## src/rtl/intr_pkg.sv

```systemverilog
package intr_pkg;
  localparam int unsigned SRC_N = 8;
  // source indices, lowest index has highest priority
  localparam int unsigned IX_BCHK = 0;
  localparam int unsigned IX_RUNSTOP = 1;
  localparam int unsigned IX_FLUSH = 2;
  localparam int unsigned IX_SMM = 3;
  localparam int unsigned IX_INIT = 4;
  localparam int unsigned IX_NMI = 5;
  localparam int unsigned IX_INTR = 6;
  localparam int unsigned IX_STPCK = 7;
  localparam logic [SRC_N-1:0] DEF_EDGE_MASK = 8'b0011_1100;
  localparam logic [SRC_N-1:0] DEF_STROBE_MASK = 8'b0000_0001;
  localparam logic [SRC_N-1:0] DEF_STACK_MASK = 8'b0110_1001;
  localparam logic [SRC_N-1:0] DEF_INV_MASK = 8'b0000_0010;

  typedef enum logic [1:0] {
    ST_IDLE = 2'd0,
    ST_WAIT = 2'd1,
    ST_ACTIVE = 2'd2
  } rec_state_t;
endpackage

```

## src/rtl/intr_src_cond.sv

```systemverilog
module intr_src_cond #(
  parameter int unsigned N = 8,
  parameter logic [N-1:0] EDGE_MASK = 8'b0011_1100,
  parameter logic [N-1:0] STROBE_MASK = 8'b0000_0001,
  parameter logic [N-1:0] INV_MASK = 8'b0000_0010
) (
  input  logic         clk,
  input  logic         rst,
  input  logic [N-1:0] pin_raw,
  input  logic         bus_rdy,
  input  logic [N-1:0] clr,
  output logic [N-1:0] req
);
  logic [N-1:0] norm;
  assign norm = pin_raw ^ INV_MASK;

  for (genvar i = 0; i < N; i++) begin : g_src
    if (EDGE_MASK[i]) begin : g_edge
      logic prev_q;
      logic pend_q;
      always_ff @(posedge clk) begin
        if (rst) begin
          prev_q <= 1'b0;
          pend_q <= 1'b0;
        end else begin
          prev_q <= norm[i];
          pend_q <= (pend_q & ~clr[i]) | (norm[i] & ~prev_q);
        end
      end
      assign req[i] = pend_q;

      AST_EDGE_HOLD: assert property (@(posedge clk) disable iff (rst)
        (pend_q && !clr[i]) |=> pend_q);
      AST_EDGE_RESET: assert property (@(posedge clk) disable iff (rst)
        (pend_q && clr[i] && !(norm[i] && !prev_q)) |=> !pend_q);
    end else if (STROBE_MASK[i]) begin : g_strobe
      logic smp_q;
      always_ff @(posedge clk) begin
        if (rst) smp_q <= 1'b0;
        else if (bus_rdy) smp_q <= norm[i];
        else if (clr[i]) smp_q <= 1'b0;
      end
      assign req[i] = smp_q;

      AST_STROBE_ONLY: assert property (@(posedge clk) disable iff (rst)
        (!bus_rdy && !smp_q) |=> !smp_q);
    end else begin : g_level
      assign req[i] = norm[i];
    end
  end
endmodule

```

## src/rtl/intr_prio_sel.sv

```systemverilog
module intr_prio_sel #(
  parameter int unsigned N = 8,
  parameter int unsigned INTR_IX = 6,
  parameter int unsigned NMI_IX = 5
) (
  input  logic [N-1:0] req,
  input  logic         ie_flag,
  input  logic         nmi_blk,
  output logic [N-1:0] win,
  output logic         any
);
  logic [N-1:0] mask;
  logic [N-1:0] elig;

  always_comb begin
    mask = '1;
    if (!ie_flag) mask[INTR_IX] = 1'b0;
    if (nmi_blk) mask[NMI_IX] = 1'b0;
  end

  assign elig = req & mask;
  // isolate the lowest set bit: lowest index is highest priority
  assign win = elig & (~elig + {{(N-1){1'b0}}, 1'b1});
  assign any = |elig;
endmodule

```

## src/rtl/intr_recog.sv

```systemverilog
module intr_recog
  import intr_pkg::*;
#(
  parameter int unsigned N = SRC_N,
  parameter logic [N-1:0] EDGE_MASK = DEF_EDGE_MASK,
  parameter logic [N-1:0] STROBE_MASK = DEF_STROBE_MASK,
  parameter logic [N-1:0] STACK_MASK = DEF_STACK_MASK,
  parameter logic [N-1:0] INV_MASK = DEF_INV_MASK,
  parameter int unsigned INTR_IX = IX_INTR,
  parameter int unsigned NMI_IX = IX_NMI
) (
  input  logic         clk,
  input  logic         rst,
  input  logic [N-1:0] irq_pin,
  input  logic         bus_rdy,
  input  logic         retire_bnd,
  input  logic         ie_flag,
  input  logic         wbe,
  input  logic         nmi_iret,
  input  logic         svc_done,
  output logic [N-1:0] recog_code,
  output logic         flush_pulse,
  output logic         busy
);
  rec_state_t   state_q;
  logic [N-1:0] sel_q;
  logic [N-1:0] req;
  logic [N-1:0] win;
  logic         any;
  logic [N-1:0] fire;
  logic         nmi_act_q;

  intr_src_cond #(
    .N(N), .EDGE_MASK(EDGE_MASK), .STROBE_MASK(STROBE_MASK), .INV_MASK(INV_MASK)
  ) u_cond (
    .clk(clk), .rst(rst), .pin_raw(irq_pin), .bus_rdy(bus_rdy),
    .clr(fire), .req(req)
  );

  intr_prio_sel #(.N(N), .INTR_IX(INTR_IX), .NMI_IX(NMI_IX)) u_sel (
    .req(req), .ie_flag(ie_flag), .nmi_blk(nmi_act_q), .win(win), .any(any)
  );

  always_comb begin
    fire = '0;
    case (state_q)
      ST_IDLE:
        if (retire_bnd && any && (((win & STACK_MASK) == '0) || wbe)) fire = win;
      ST_WAIT:
        if (wbe) fire = sel_q;
      default: fire = '0;
    endcase
  end

  always_ff @(posedge clk) begin
    if (rst) begin
      state_q     <= ST_IDLE;
      sel_q       <= '0;
      recog_code  <= '0;
      flush_pulse <= 1'b0;
    end else begin
      recog_code  <= fire;
      flush_pulse <= |fire;
      case (state_q)
        ST_IDLE:
          if (retire_bnd && any) begin
            sel_q   <= win;
            state_q <= (fire != '0) ? ST_ACTIVE : ST_WAIT;
          end
        ST_WAIT:
          if (wbe) state_q <= ST_ACTIVE;
        ST_ACTIVE:
          if (svc_done) state_q <= ST_IDLE;
        default: state_q <= ST_IDLE;
      endcase
    end
  end

  always_ff @(posedge clk) begin
    if (rst) nmi_act_q <= 1'b0;
    else if (fire[NMI_IX]) nmi_act_q <= 1'b1;
    else if (nmi_iret) nmi_act_q <= 1'b0;
  end

  assign busy = (state_q != ST_IDLE);

  AST_CODE_ONEHOT: assert property (@(posedge clk) disable iff (rst)
    $onehot0(recog_code));
  AST_PULSE_SINGLE: assert property (@(posedge clk) disable iff (rst)
    (recog_code != '0) |=> (recog_code == '0));
  AST_FLUSH_PAIR: assert property (@(posedge clk) disable iff (rst)
    flush_pulse == (recog_code != '0));
  AST_AT_BOUNDARY: assert property (@(posedge clk) disable iff (rst)
    ((recog_code != '0) && $past(state_q) == ST_IDLE) |-> $past(retire_bnd));
  AST_INTR_MASKED: assert property (@(posedge clk) disable iff (rst)
    (recog_code[INTR_IX] && $past(state_q) == ST_IDLE) |-> $past(ie_flag));
  AST_NMI_BLOCKED: assert property (@(posedge clk) disable iff (rst)
    recog_code[NMI_IX] |-> !$past(nmi_act_q));
  AST_STACK_WBE: assert property (@(posedge clk) disable iff (rst)
    ((recog_code & STACK_MASK) != '0) |-> $past(wbe));
  AST_BUSY_HOLD: assert property (@(posedge clk) disable iff (rst)
    (busy && !svc_done) |=> busy);
endmodule

```

## config.mk

```make
export PLATFORM = sky130hd
export DESIGN_NAME = intr_recog
export DESIGN_NICKNAME = d
export VERILOG_FILES = /design/src/rtl/intr_pkg.sv /design/src/rtl/intr_src_cond.sv /design/src/rtl/intr_prio_sel.sv /design/src/rtl/intr_recog.sv
export SDC_FILE = /design/constraint.sdc
export NUM_CORES = 1
export LEC_CHECK = 0
export CORE_ASPECT_RATIO = 0.5
export CORE_MARGIN = 10
export CORE_UTILIZATION = 40
export DETAILED_ROUTE_END_ITERATION = 8
export PLACE_DENSITY_LB_ADDON = 0.25
export SLEW_MARGIN = 0
export SYNTH_ARGS = -nofsm -noshare
export SYNTH_HDL_FRONTEND = slang
export SYNTH_SLANG_ARGS = --single-unit
export TNS_END_PERCENT = 1
```

## constraint.sdc

```tcl
create_clock -name clk -period 2.3 [get_ports clk]
set_input_delay 0.46 -clock clk [delete_from_list [all_inputs] [get_ports clk]]
set_output_delay 0.46 -clock clk [all_outputs]
set_load 0.05 [all_outputs]
```

Yosys cells after proc, flatten, opt, wreduce, memory -nomap -nowiden
Index checks and enable logic that the tools add are counted.

word-level totals
  register bits = 29
  word-level logic and storage cells = 71
  output and inout port bits = 10

operators by class
  multiplexer cells = 14
  bitwise logic cells = 24
  $add $sub $neg = 1
  equal/unequal tests = 5
  reduce and logical (&&, ||, !) cells = 13

operator list
  operator                                        count
  bitwise AND 8 bit                               2
  2-to-1 mux 8 bit                                2
  one-hot mux 8 bit (2 select lines)              1
  OR reduction 8 bit                              2
  inverter 1 bit                                  9
  adder 8 x 1 -> 8 bit (second input constant)    1
  bitwise AND 1 bit                               8
  logical NOT 8 bit                               1
  2-to-1 mux 2 bit                                4
  inverter 8 bit                                  1
  nonzero test 8 bit                              1
  2-to-1 mux 1 bit                                6
  inequality test 2 bit (second input constant)   3
  one-hot mux 2 bit (3 select lines)              1
  nonzero test 2 bit                              3
  OR 1 bit                                        4
  AND reduction 3 bit                             1
  == test 2 x 1 -> 1 bit (second input constant)  1
  == test 2 bit (second input constant)           1
  logical AND 1 bit                               2
  logical NOT 2 bit                               1
  AND reduction 2 bit                             1
  logical OR 1 bit                                1

Longest topological paths before layout
  depth after elaboration = 14
  depth in mapped cells = 7

Cells and area by module
From an unflattened synthesis, not the netlist that was laid out.

unflattened totals
  cells, all modules = 150
  area, all modules = 1,366.3 µm²

by module, submodules not included
  module         instances  area an instance (µm²)  seq. area each (µm²)  cells each
  intr_recog     1          892.1                   400.4                 98
  intr_src_cond  1          356.6                   180.2                 37
  intr_prio_sel  1          117.6                   0.0                   15

Worst setup path after synthesis
No wires, ideal clock.

  kind = reg2reg
  from = reg state_q[1]
  to = reg state_q[0]
  data arrival time = 1.749 ns
  setup time = 0.088 ns
  slack = 0.463 ns
  required time = 2.212 ns
  stages on the path, launching flop included = 6
  cells stage by stage = dfxtp_1 -> buf_6 -> or2_1 -> a21o_1 -> or4_4 -> a311oi_2

between the ends
  longest elaborated chain between the ends = 6
  elaborated cells between the ends (all ways) = 12
  those cells by class = 5 x eq/ne; 4 x mux; 3 x reduce/logical

ends and longest elaborated chain
  element                                                             line                                text
  from (decl)                                                         intr_recog.sv:25                    rec_state_t state_q;
  from (signal assigned)                                              intr_recog.sv:68                    state_q <= (fire != '0) ? ST_ACTIVE : ST_WAIT;
  == test 2 x 1 -> 1 bit / logical NOT 2 bit (equally long branches)  intr_recog.sv:46, intr_recog.sv:64
  one-hot mux 8 bit (2 select lines)                                  intr_recog.sv:46                    case (state_q)
  nonzero test 8 bit                                                  intr_recog.sv:68
  2-to-1 mux 2 bit                                                    intr_recog.sv:68
  2-to-1 mux 2 bit                                                    intr_recog.sv:66                    if (retire_bnd && any) begin
  one-hot mux 2 bit (3 select lines)                                  intr_recog.sv:64                    case (state_q)

Parallel ways exist; a longest one is shown, timed or not. The select of a mux whose other input is x is not followed.
A chain may end at the register's enable or synchronous reset.

Final worst setup path
  from = in retire_bnd
  to = reg u_cond.g_src[2].g_edge.pend_q

between the ends
  longest elaborated chain between the ends = 7

ends and longest elaborated chain
  element                             line                 text
  from (decl)                         intr_recog.sv:16     input logic retire_bnd,
  logical AND 1 bit (2 in series)     intr_recog.sv:48     if (retire_bnd && any && (((win & STACK_MASK) == '0) || wbe)) fire = win;
  2-to-1 mux 8 bit                    intr_recog.sv:48
  one-hot mux 8 bit (2 select lines)  intr_recog.sv:46
  inverter 1 bit                      intr_src_cond.sv:27  pend_q <= (pend_q & ~clr[i]) | (norm[i] & ~prev_q);
  bitwise AND 1 bit                   intr_src_cond.sv:27
  OR 1 bit                            intr_src_cond.sv:27
  to (signal assigned)                intr_src_cond.sv:27
  to (decl)                           intr_src_cond.sv:20  logic pend_q;

Every way passes these cells.

==> results.yml <==
timing:
  fin_crit_ns: 1.95
  finalHoldViolCount: 0
  rsz0062_at_grt: "false"
  setup_violations: 0
  fin_crit_sh_pct: 84.7
  maxSlewHeadroom_pct: 65.9
  worst_pin_slew_ns: 0.511
  setup_slack_ns: 0.353
  setup_tns_ns: 0
  slew_viol_final: 0
  finClkSkew_ns: 0.00373
  fmax_mhz: 514
layout:
  drive_above_1_share_pct: 14.6
  nNetsFinal: 200
  final_common_cell: "dfxtp_1"
  final_cell_mix: "dfxtp_1 (29), clkdlybuf4s50_1 (24), a21oi_1 (20), nor2_1 (15), nand2_1 (14)"
  fillers: 286
  n_antenna_cell: 0
  area_growth_syn_to_layout_pct: 33.8
  final_area_um2: 1770
grt:
  track_usage_pct: 11.6
  overflow: 0
  grtUsageMet1_pct: 15.4
  grt_pass1_vias: 1133
  use_met3_pct: 4.42
  grtUsageMet2_pct: 16.5
  grt_pass1_wl_um: 5540
  busiest_layer: "met2"
  grt_max_degree: 29
  antenna_found_initial: 0
place:
  hpwlAfterDp_um: 2440
  place_ws_ns: 0.0765
  gp_congestion: 0.945
  placed_cell_area_um2: 1650
  port_buffers: 25
clock_tree:
  htree_levels: 2
  cts_tree: "done"
  cts_buffers: 5
  clk_pin_slew_ns: 0.07
  cts_root_buffer: "clkbuf_8"
  clockBufferDepth: 2
  hold_buffers: 0
  clk-insertion-delay-late_ns: 0.28
  clock-sinks: 29
logic_synthesis:
  synth-edff-count: 0
  avgSynthCellArea_um2: 8.81
  ys_warn_count: 0
  ys_seq_elements: 29
  synth_ff_type: "dfxtp_1"
  synth_area_um2: 1320
  synth_cell_type_count: 42
  syn_nets: 166
  syn_inst: 150
  synthArstFlopShare_pct: 0
  synth-seq-area-share_pct: 43.9
routing:
  drtIter0Drc: 66
  routed-via-count: 1204
  wirelength_um: 3360
  avgRoutedWirePerCell_um: 14.9
  drc: 0
  viasPerCell: 5.35
  drtAntennaViolNets: 0
  drtPass1Iterations: 4
flow_run:
  max_cap_viol_count: 0
floorplan:
  core-area_um2: 3080
  dieHeight_um: 60.6
  fp.dieArea_um2: 6140
  boundaryPins: 26
  row_count: 14
  start_util_pct: 42.9
  die_w_um: 101
worst_setup_path:
  cp-start-kind: "primary input"
  arrival_ns: 2.12
  cp-end-kind: "flop"
  worstPathMaxFanout: 6
  path_class: "primary input to flop"
  crit_required_ns: 2.47
power_and_ir_drop:
  power.density_nw_per_um2: 803
  ir_drop_mv: 0.479
  p_leak_uw: 0.000676
min_path:
  worstHoldPathType: "flop to flop"
outcome:
  status: "finished clean"
[registers in the layout (all words and copies together) (netlist names)]
name	flops
u_cond.g_src.g_edge.pend_q	4
u_cond.g_src.g_edge.prev_q	4
u_cond.g_src.g_strobe.smp_q	1
flush_pulse	1
sel_q	8
nmi_act_q	1
state_q	2
recog_code	8
[synth_stat cells, drive strengths merged, types with 2 or more instances]
master,count,area (µm²)
nand3,4,20.0
dfxtp,29,581
nor4,3,18.8
a21o,2,15.0
a22oi,3,22.5
nand2,14,52.6
nor2b,9,56.3
nor3b,2,20.0
nor2,15,56.3
nor3,7,51.3
inv,2,7.51
nand2b,6,37.5
o21a,2,16.3
buf,4,32.5
a21oi,20,100
clkbuf,3,11.3
nand3b,2,15.0
o21ai,6,33.8
a211oi,2,20.0
[critical path, cell delays in order]
cell and delay (ns):
clkdlybuf4s50_1 0.47, or3b_1 0.49, nor3_2 0.37, a21oi_1 0.11, a21oi_1 0.17, nor2_1 0.05
[routing by layer]
metal,vias to the layer above,share of wire [%]
li1,603,-
met1,564,50
met2,31,42
met3,6,6.8
met4,0,1.6
met5,-,0
[metrics by stage]
stage,std cells,hold slack (ns),total power [µW],utilization [%]
floorplan,150,0.449,766,-
global placement,217,0.466,866,53.4
detailed placement,217,0.471,866,53.4
CTS,225,0.484,1430,57.3
global route,225,0.506,1490,57.3
finish,225,0.484,1420,57.3
[worst paths after layout]
| path | from | end | slack [ns] | cells past startpoint |
|---|---|---|---|---|
| setup / recovery | retire_bnd | u_cond.g_src[2].g_edge.pend_q | 0.35 | 6 |
| hold / removal | sel_q[5] | sel_q[5] | 0.48 | 2 |
| setup reg to reg | state_q[1] | state_q[0] | 0.51 | 4 |
| hold reg to reg | sel_q[5] | sel_q[5] | 0.48 | 2 |
[final cells by class]
| cell class | count | area [µm²] | share of cell area (%) |
|---|---|---|---|
| sequential | 29 | 581 | 32.8 |
| clock inverter | 2 | 37.5 | 2.12 |
| multi-input combinational | 112 | 689 | 39.0 |
| inverter | 2 | 7.51 | 0.425 |
| tap | 40 | 50.0 | 2.83 |
| clock buffer | 6 | 82.6 | 4.67 |
| timing repair buffer | 34 | 320 | 18.1 |
[logic make-up after synthesis]
family                 count (synthesis)  share of synthesized area, %
AOI/OAI and AO/OA                     40                          19.6
buffers and inverters                  9                          3.88
DFF                                   29                          43.9
muxes                                  1                         0.758
and+or+nand+nor                       71                          31.8
[power by group]
part / switching, µW / internal, µW / total, µW / leakage, µW
sequential: 32.8 / 531 / 563 / 0.000237
combinational: 161 / 134 / 294 / 0.000381
clock: 210 / 352 / 562 / 0.0000574
total: 403 / 1020 / 1420 / 0.000676
[repair_timing]
item / CTS / global route
buffers inserted: 0 / 0
setup endpoints to repair: 0 / 1
gates resized for setup: 0 / 1
(Power assumes the default switching activity.)
